$ cat src/rtl/irq_route_pkg.sv
package irq_route_pkg;

  localparam int unsigned LEGACY_LINES = 16;
  localparam int unsigned ADV_LINES    = 4;
  localparam int unsigned EXT_PINS     = 3;
  localparam int unsigned WD_SEL_W     = 3;
  localparam int unsigned WD_BASE_IRQ  = 9;

  typedef enum logic [WD_SEL_W-1:0] {
    WD_TO_IRQ9  = 3'd0,
    WD_TO_IRQ10 = 3'd1,
    WD_TO_IRQ11 = 3'd2,
    WD_TO_NONE  = 3'd3,
    WD_TO_ADV0  = 3'd4,
    WD_TO_ADV1  = 3'd5,
    WD_TO_ADV2  = 3'd6,
    WD_TO_ADV3  = 3'd7
  } wd_target_e;

  function automatic logic line_reserved(input logic [3:0] num);
    return (num == 4'd0) || (num == 4'd2) || (num == 4'd8) || (num == 4'd13);
  endfunction

endpackage

$ cat src/rtl/irq_rst_sync.sv
module irq_rst_sync #(
  parameter int unsigned STAGES = 2
) (
  input  logic clk,
  input  logic rst_async_n,
  output logic rst_sync_n
);
  logic [STAGES-1:0] chain_q;
  logic [STAGES-1:0] chain_d;

  always_comb begin
    chain_d = {chain_q[STAGES-2:0], 1'b1};
  end

  always_ff @(posedge clk or negedge rst_async_n) begin
    if (!rst_async_n) chain_q <= '0;
    else              chain_q <= chain_d;
  end

  assign rst_sync_n = chain_q[STAGES-1];
endmodule

$ cat src/rtl/irq_in_sync.sv
module irq_in_sync #(
  parameter int unsigned WIDTH  = 5,
  parameter int unsigned STAGES = 2
) (
  input  logic             clk,
  input  logic             rst_n,
  input  logic [WIDTH-1:0] d_i,
  output logic [WIDTH-1:0] q_o
);
  logic [STAGES-1:0][WIDTH-1:0] stg_q;
  logic [STAGES-1:0][WIDTH-1:0] stg_d;

  always_comb begin
    stg_d[0] = d_i;
    for (int s = 1; s < STAGES; s++) stg_d[s] = stg_q[s-1];
  end

  always_ff @(posedge clk or negedge rst_n) begin
    if (!rst_n) stg_q <= '0;
    else        stg_q <= stg_d;
  end

  assign q_o = stg_q[STAGES-1];
endmodule

$ cat src/rtl/irq_pin_decode.sv
module irq_pin_decode
  import irq_route_pkg::*;
#(
  parameter int unsigned LINES = LEGACY_LINES,
  localparam int unsigned SEL_W = $clog2(LINES)
) (
  input  logic             pin_i,
  input  logic             func_en_i,
  input  logic [SEL_W-1:0] sel_i,
  output logic [LINES-1:0] lines_o
);
  logic route_ok;

  always_comb begin
    route_ok = func_en_i && !line_reserved(4'(sel_i));
    lines_o  = '0;
    if (route_ok && pin_i) lines_o[sel_i] = 1'b1;
  end
endmodule

$ cat src/rtl/irq_wdog_route.sv
module irq_wdog_route
  import irq_route_pkg::*;
#(
  parameter int unsigned LINES = LEGACY_LINES,
  parameter int unsigned ADV_N = ADV_LINES
) (
  input  logic                wdog_i,
  input  logic                intr_i,
  input  logic                intr_to_irq_i,
  input  logic                sci_route_i,
  input  logic                en_i,
  input  logic [WD_SEL_W-1:0] sel_i,
  output logic [LINES-1:0]    legacy_o,
  output logic [ADV_N-1:0]    adv_o
);
  logic       src;
  logic       live;
  wd_target_e tgt;

  always_comb begin
    src      = wdog_i | (intr_i & intr_to_irq_i);
    live     = en_i & ~sci_route_i & src;
    tgt      = wd_target_e'(sel_i);
    legacy_o = '0;
    adv_o    = '0;
    if (live) begin
      unique case (tgt)
        WD_TO_IRQ9:  legacy_o[WD_BASE_IRQ]     = 1'b1;
        WD_TO_IRQ10: legacy_o[WD_BASE_IRQ + 1] = 1'b1;
        WD_TO_IRQ11: legacy_o[WD_BASE_IRQ + 2] = 1'b1;
        WD_TO_NONE:  ;
        WD_TO_ADV0:  adv_o[0] = 1'b1;
        WD_TO_ADV1:  adv_o[1] = 1'b1;
        WD_TO_ADV2:  adv_o[2] = 1'b1;
        WD_TO_ADV3:  adv_o[3] = 1'b1;
        default:     ;
      endcase
    end
  end
endmodule

$ cat src/rtl/irq_route_matrix.sv
module irq_route_matrix
  import irq_route_pkg::*;
#(
  parameter int unsigned NUM_PINS    = EXT_PINS,
  parameter int unsigned LEGACY_N    = LEGACY_LINES,
  parameter int unsigned ADV_N       = ADV_LINES,
  parameter int unsigned SYNC_STAGES = 2,
  localparam int unsigned SEL_W  = $clog2(LEGACY_N),
  localparam int unsigned WD_LSB = NUM_PINS * SEL_W,
  localparam int unsigned WD_EN  = WD_LSB + WD_SEL_W,
  localparam int unsigned CFG_W  = WD_EN + 1,
  localparam int unsigned IN_W   = NUM_PINS + 2
) (
  input  logic                clk,
  input  logic                rst_n,
  input  logic                cfg_we,
  input  logic [CFG_W-1:0]    cfg_wdata,
  output logic [CFG_W-1:0]    cfg_rdata,
  input  logic [NUM_PINS-1:0] ext_pin_i,
  input  logic [NUM_PINS-1:0] pin_func_en_i,
  input  logic                wdog_sts_i,
  input  logic                intr_sts_i,
  input  logic                intr_to_irq_i,
  input  logic                sci_route_i,
  output logic [LEGACY_N-1:0] legacy_irq_o,
  output logic [ADV_N-1:0]    adv_irq_o
);
  logic                rst_q_n;
  logic [CFG_W-1:0]    cfg_q;
  logic [CFG_W-1:0]    cfg_d;
  logic [IN_W-1:0]     raw_in;
  logic [IN_W-1:0]     syn_in;
  logic [NUM_PINS-1:0] pin_s;
  logic                wdog_s;
  logic                intr_s;
  logic [NUM_PINS-1:0][LEGACY_N-1:0] pin_lines;
  logic [LEGACY_N-1:0] wd_legacy;
  logic [ADV_N-1:0]    wd_adv;

  irq_rst_sync #(.STAGES(SYNC_STAGES)) rst_sync_i (
    .clk(clk), .rst_async_n(rst_n), .rst_sync_n(rst_q_n)
  );

  assign raw_in = {intr_sts_i, wdog_sts_i, ext_pin_i};

  irq_in_sync #(.WIDTH(IN_W), .STAGES(SYNC_STAGES)) in_sync_i (
    .clk(clk), .rst_n(rst_q_n), .d_i(raw_in), .q_o(syn_in)
  );

  assign pin_s  = syn_in[NUM_PINS-1:0];
  assign wdog_s = syn_in[NUM_PINS];
  assign intr_s = syn_in[NUM_PINS+1];

  always_comb cfg_d = cfg_wdata;

  always_ff @(posedge clk or negedge rst_q_n) begin
    if (!rst_q_n)    cfg_q <= '0;
    else if (cfg_we) cfg_q <= cfg_d;
  end

  assign cfg_rdata = cfg_q;

  for (genvar p = 0; p < NUM_PINS; p++) begin : g_pin
    irq_pin_decode #(.LINES(LEGACY_N)) dec_i (
      .pin_i    (pin_s[p]),
      .func_en_i(pin_func_en_i[p]),
      .sel_i    (cfg_q[p*SEL_W +: SEL_W]),
      .lines_o  (pin_lines[p])
    );
  end

  irq_wdog_route #(.LINES(LEGACY_N), .ADV_N(ADV_N)) wd_i (
    .wdog_i       (wdog_s),
    .intr_i       (intr_s),
    .intr_to_irq_i(intr_to_irq_i),
    .sci_route_i  (sci_route_i),
    .en_i         (cfg_q[WD_EN]),
    .sel_i        (cfg_q[WD_LSB +: WD_SEL_W]),
    .legacy_o     (wd_legacy),
    .adv_o        (wd_adv)
  );

  always_comb begin
    legacy_irq_o = wd_legacy;
    for (int p = 0; p < NUM_PINS; p++) legacy_irq_o |= pin_lines[p];
    adv_irq_o = wd_adv;
  end
endmodule

$ cat config.mk
export PLATFORM = sky130hd
export DESIGN_NAME = irq_route_matrix
export DESIGN_NICKNAME = d
export VERILOG_FILES = /design/src/rtl/irq_route_pkg.sv /design/src/rtl/irq_rst_sync.sv /design/src/rtl/irq_in_sync.sv /design/src/rtl/irq_pin_decode.sv /design/src/rtl/irq_wdog_route.sv /design/src/rtl/irq_route_matrix.sv
export SDC_FILE = /design/constraint.sdc
export NUM_CORES = 1
export LEC_CHECK = 0
export BUFFER_PORTS_ARGS = -buffer_cell sky130_fd_sc_hd__buf_2
export CAP_MARGIN = 10
export CORE_ASPECT_RATIO = 0.7
export CORE_MARGIN = 4
export CORE_UTILIZATION = 40
export CTS_CLUSTER_DIAMETER = 150
export DETAILED_ROUTE_END_ITERATION = 16
export GPL_ROUTABILITY_DRIVEN = 0
export PLACE_DENSITY = 0.71
export SLEW_MARGIN = 20
export SYNTH_ARGS = -nofsm -noshare
export SYNTH_HDL_FRONTEND = slang
export SYNTH_SLANG_ARGS = --single-unit
$ cat constraint.sdc
create_clock -name clk -period 1.04 [get_ports clk]
set_input_delay 0 -clock clk [delete_from_list [all_inputs] [get_ports clk]]
set_output_delay 0 -clock clk [all_outputs]
set_load 0.02 [all_outputs]
==> out/results.ini <==
[critical_path]
critical_path.startpoint_type = register
r2r_slack_ps = 10
endpoint_kind = output pin
worst-path-max-fanout = 3
critical_path.slowest_cell = sky130_fd_sc_hd__dfrtp_2
crit_path_end = legacy_irq_o[10]
worst_ep_arrival_time_ps = 1510
r2r-end = cfg_rdata[14]
critical_path_depth = 4
cp.required_ps = 1040
max_stage_delay_ps = 420
rr_startpoint = cfg_rdata[14]
cp_cell_sequence = nand4b_1, o32ai_1, a311o_1, buf_6
cpLargestDelayFamily = compound AO/OA/AOI/OAI gates
setup.worst_path.class = reg2out
startpoint = cfg_rdata[6]
ff2ff_path_depth = 3
cp.buffers_inverters = 1

[timing]
finalWorstSetupSlack_ps = -468
fmax_mhz = 663
setup-violations-final = 19
totalNegativeSetupSlack_ps = -5930
final_critical_path_required_period_ps = 1510
timing.clock.skew_ps = 7.63
hold_viol = 0
timing.final.crit_share_pct = 145
grt_setup_unrepaired = yes
drv_slew = 0

[pwr]
intPower_mw = 2.25
net-switching-power_uw = 933
power_leakage_nw = 1.20
power.share.switching_pct = 29.3
share_clk_of_total_power_pct = 27.6
power.combinational.fraction_pct = 31.9
seq_power_share_pct = 40.4
worst_voltage_drop_across_the_vdd_grid_mv = 1.05
power.density_mw_per_mm2 = 1200

[logic_synthesis]
synth-compound-area-share_pct = 7.25
postSynthCellCount = 133
synth_top_family_by_area = simple AND/OR/NAND/NOR gates
synth_sequential_area_ratio_pct = 50.1
ys_ff_latch = 28
ys.warnings.count = 0
synth_most_common_cell = sky130_fd_sc_hd__dfrtp_1
post_synthesis_share_of_cell_area_spent_on_xor_and_xnor_gates_pct = 0
yosys_most_used_dff = sky130_fd_sc_hd__dfrtp_1
avgSynthCellArea_um2 = 10.5
share_of_synthesized_cell_area_in_and_or_nand_and_nor_gates_pct = 26.9
synth_enable_flop_cells = 0
yosys.area.top_type = sky130_fd_sc_hd__dfrtp_1
post-synth-top-area-fraction_pct = 50.1
synth.distinct_cells = 29
post_synth_most_frequent_cells = sky130_fd_sc_hd__dfrtp_1, sky130_fd_sc_hd__nand2_1, sky130_fd_sc_hd__mux2_2, sky130_fd_sc_hd__nand3_1, sky130_fd_sc_hd__nand2b_1
synthArstFlopShare_pct = 100
synth_area_mm2 = 0.00140
synth.mux.area_fraction_pct = 10.5
synth-adder-area-share_pct = 0
synth.area.top_cells = sky130_fd_sc_hd__dfrtp_1, sky130_fd_sc_hd__mux2_2, sky130_fd_sc_hd__nand2_1

[finish]
drive_gt1_share_pct = 64.5
final_nets = 275
register_area_um2 = 717
nFillCells = 194
antenna_cells_inserted = 0
final_design_utilization_pct = 81.4
final_area_mm2 = 0.00265
multiInputGateArea_um2 = 837
synthToLayoutAreaGrowth_pct = 89.5

[die]
design.die.area_mm2 = 0.00452
die_h_um = 57.5
number_of_rows_in_the_core_area = 17
starting_density_of_the_core_pct = 42.9
core-area_mm2 = 0.00325
die-width_um = 78.7
ioPinCount = 65

[global_routing]
grt_pass1_vias = 1619
antenna_violations_before_repair = 0
grt_max_degree = 27
grt_overflow_total = 0
grt_util_all_layers_pct = 20.9
grt_first_pass_wirelength_um = 7470

[detailed_routing]
num_vias = 1539
ant_nets = 0
drc_violations_left = 0
dr.first_iter.drc_count = 57
drt-vias-per-instance = 5.27
drt-pass1-iter-count = 4
routed_wirelength_um = 4650
drt-wirelength-per-cell_um = 15.9

[clock_tree]
htree_levels = 1
clk_root_buffer_cell = sky130_fd_sc_hd__clkbuf_8
cts_tree = built
cts_inserted_buffers = 3
clkLatencyLatePin_ps = 290
clk_transition_reported_paths_ps = 100
cts_buffer_depth = 2
clock_sinks = 28

[place]
dp_hpwl_um = 2990
placement.cell_area_mm2 = 0.00196
port_buffers = 60

[run_status]
violations = setup timing
outcome = finished, violations left

[hold_path]
hold_path_class = in2reg

[run]
drv.max_cap_violation_count = 0

-- routing by layer --
metal  part of all wire [%]  global-route usage [%]  vias up
li1                       -                       -      707
met1                     42                    25.5      756
met2                     50                    35.7       65
met3                    5.9                    5.52       11
met4                    2.0                    7.73        0
met5                      0                       0        -
-- placed cells by master, fill, tap and decap left out, drive strengths merged, types with 4 or more instances in the layout --
cell type / Yosys / layout
nor3: 4 / 4
dfrtp: 28 / 28
nor2: 5 / 5
mux2: 13 / 13
buf: 8 / 90
dlygate4sd3: 0 / 23
nand3: 10 / 10
conb: 2 / 5
nand2b: 7 / 7
nor4: 6 / 6
nand2: 16 / 16
-- stage by stage --
step | total power [mW] | std cells | setup WS (ps) | hold slack, ps
2_1_floorplan | 1.68 | 136 | -132 | -296
3_3_place_gp | 1.97 | 258 | -137 | -215
3_5_place_dp | 1.99 | 258 | -136 | -213
4_1_cts | 3.05 | 288 | -444 | 9.12
5_1_grt | 3.34 | 292 | -543 | 215
6_report | 3.18 | 292 | -468 | 181
-- state kept, by name (all words and copies together), names as in the netlist --
name	cells
in_sync_i.stg_d	5
rst_sync_i.chain_q	2
cfg_rdata	16
in_sync_i.q_o	5
-- final cells by class --
class                      instances  share of cell area (%)
clock inverter                     1                    1.13
tap                               47                    2.22
clock buffer                       3                    1.56
sequential                        28                    27.1
multi-input combinational         97                    31.6
inverter                           3                   0.425
timing repair buffer             113                    36.0
-- kinds of logic after synthesis --
| group | after synthesis |
|---|---|
| AO/OA/AOI/OAI | 14 |
| flip-flops | 28 |
| multiplexers | 13 |
| buffers and inverters | 11 |
| AND/OR/NAND/NOR | 65 |
| other | 2 |
-- how the worst min path moves through the flow --
stage | startpoint | end | cells after the start
2_1_floorplan | rst_n | rst_sync_i.chain_q[0] | 0
3_3_place_gp | rst_n | rst_sync_i.chain_q[0] | 1
3_5_place_dp | rst_n | rst_sync_i.chain_q[0] | 1
4_1_cts | rst_n | rst_sync_i.chain_q[1] | 2
5_1_grt | cfg_we | cfg_rdata[5] | 3
6_report | cfg_we | cfg_rdata[5] | 3
-- what timing repair did --
action	CTS	global route
hold buffers	22	1
setup buffers	4	6
gates resized for setup	54	39
endpoints found under the setup margin	18	29
hold endpoints to repair	23	2
pin swaps	24	10
-- power by group through the flow --
stage / Sequential [mW] / Clock (mW) / Combinational (mW)
6_report: 1.29 / 0.880 / 1.02
5_1_grt: 1.30 / 0.952 / 1.09
4_1_cts: 1.28 / 0.890 / 0.880
3_5_place_dp: 1.29 / 0 / 0.693
3_3_place_gp: 1.29 / 0 / 0.677
2_1_floorplan: 1.38 / 0 / 0.295
-- worst min-delay path, stage by stage --
cell	delay, ps
sky130_fd_sc_hd__buf_2	230
sky130_fd_sc_hd__nand2_1	110
sky130_fd_sc_hd__o21ai_0	80
Power figures use the tool's default switching activity.
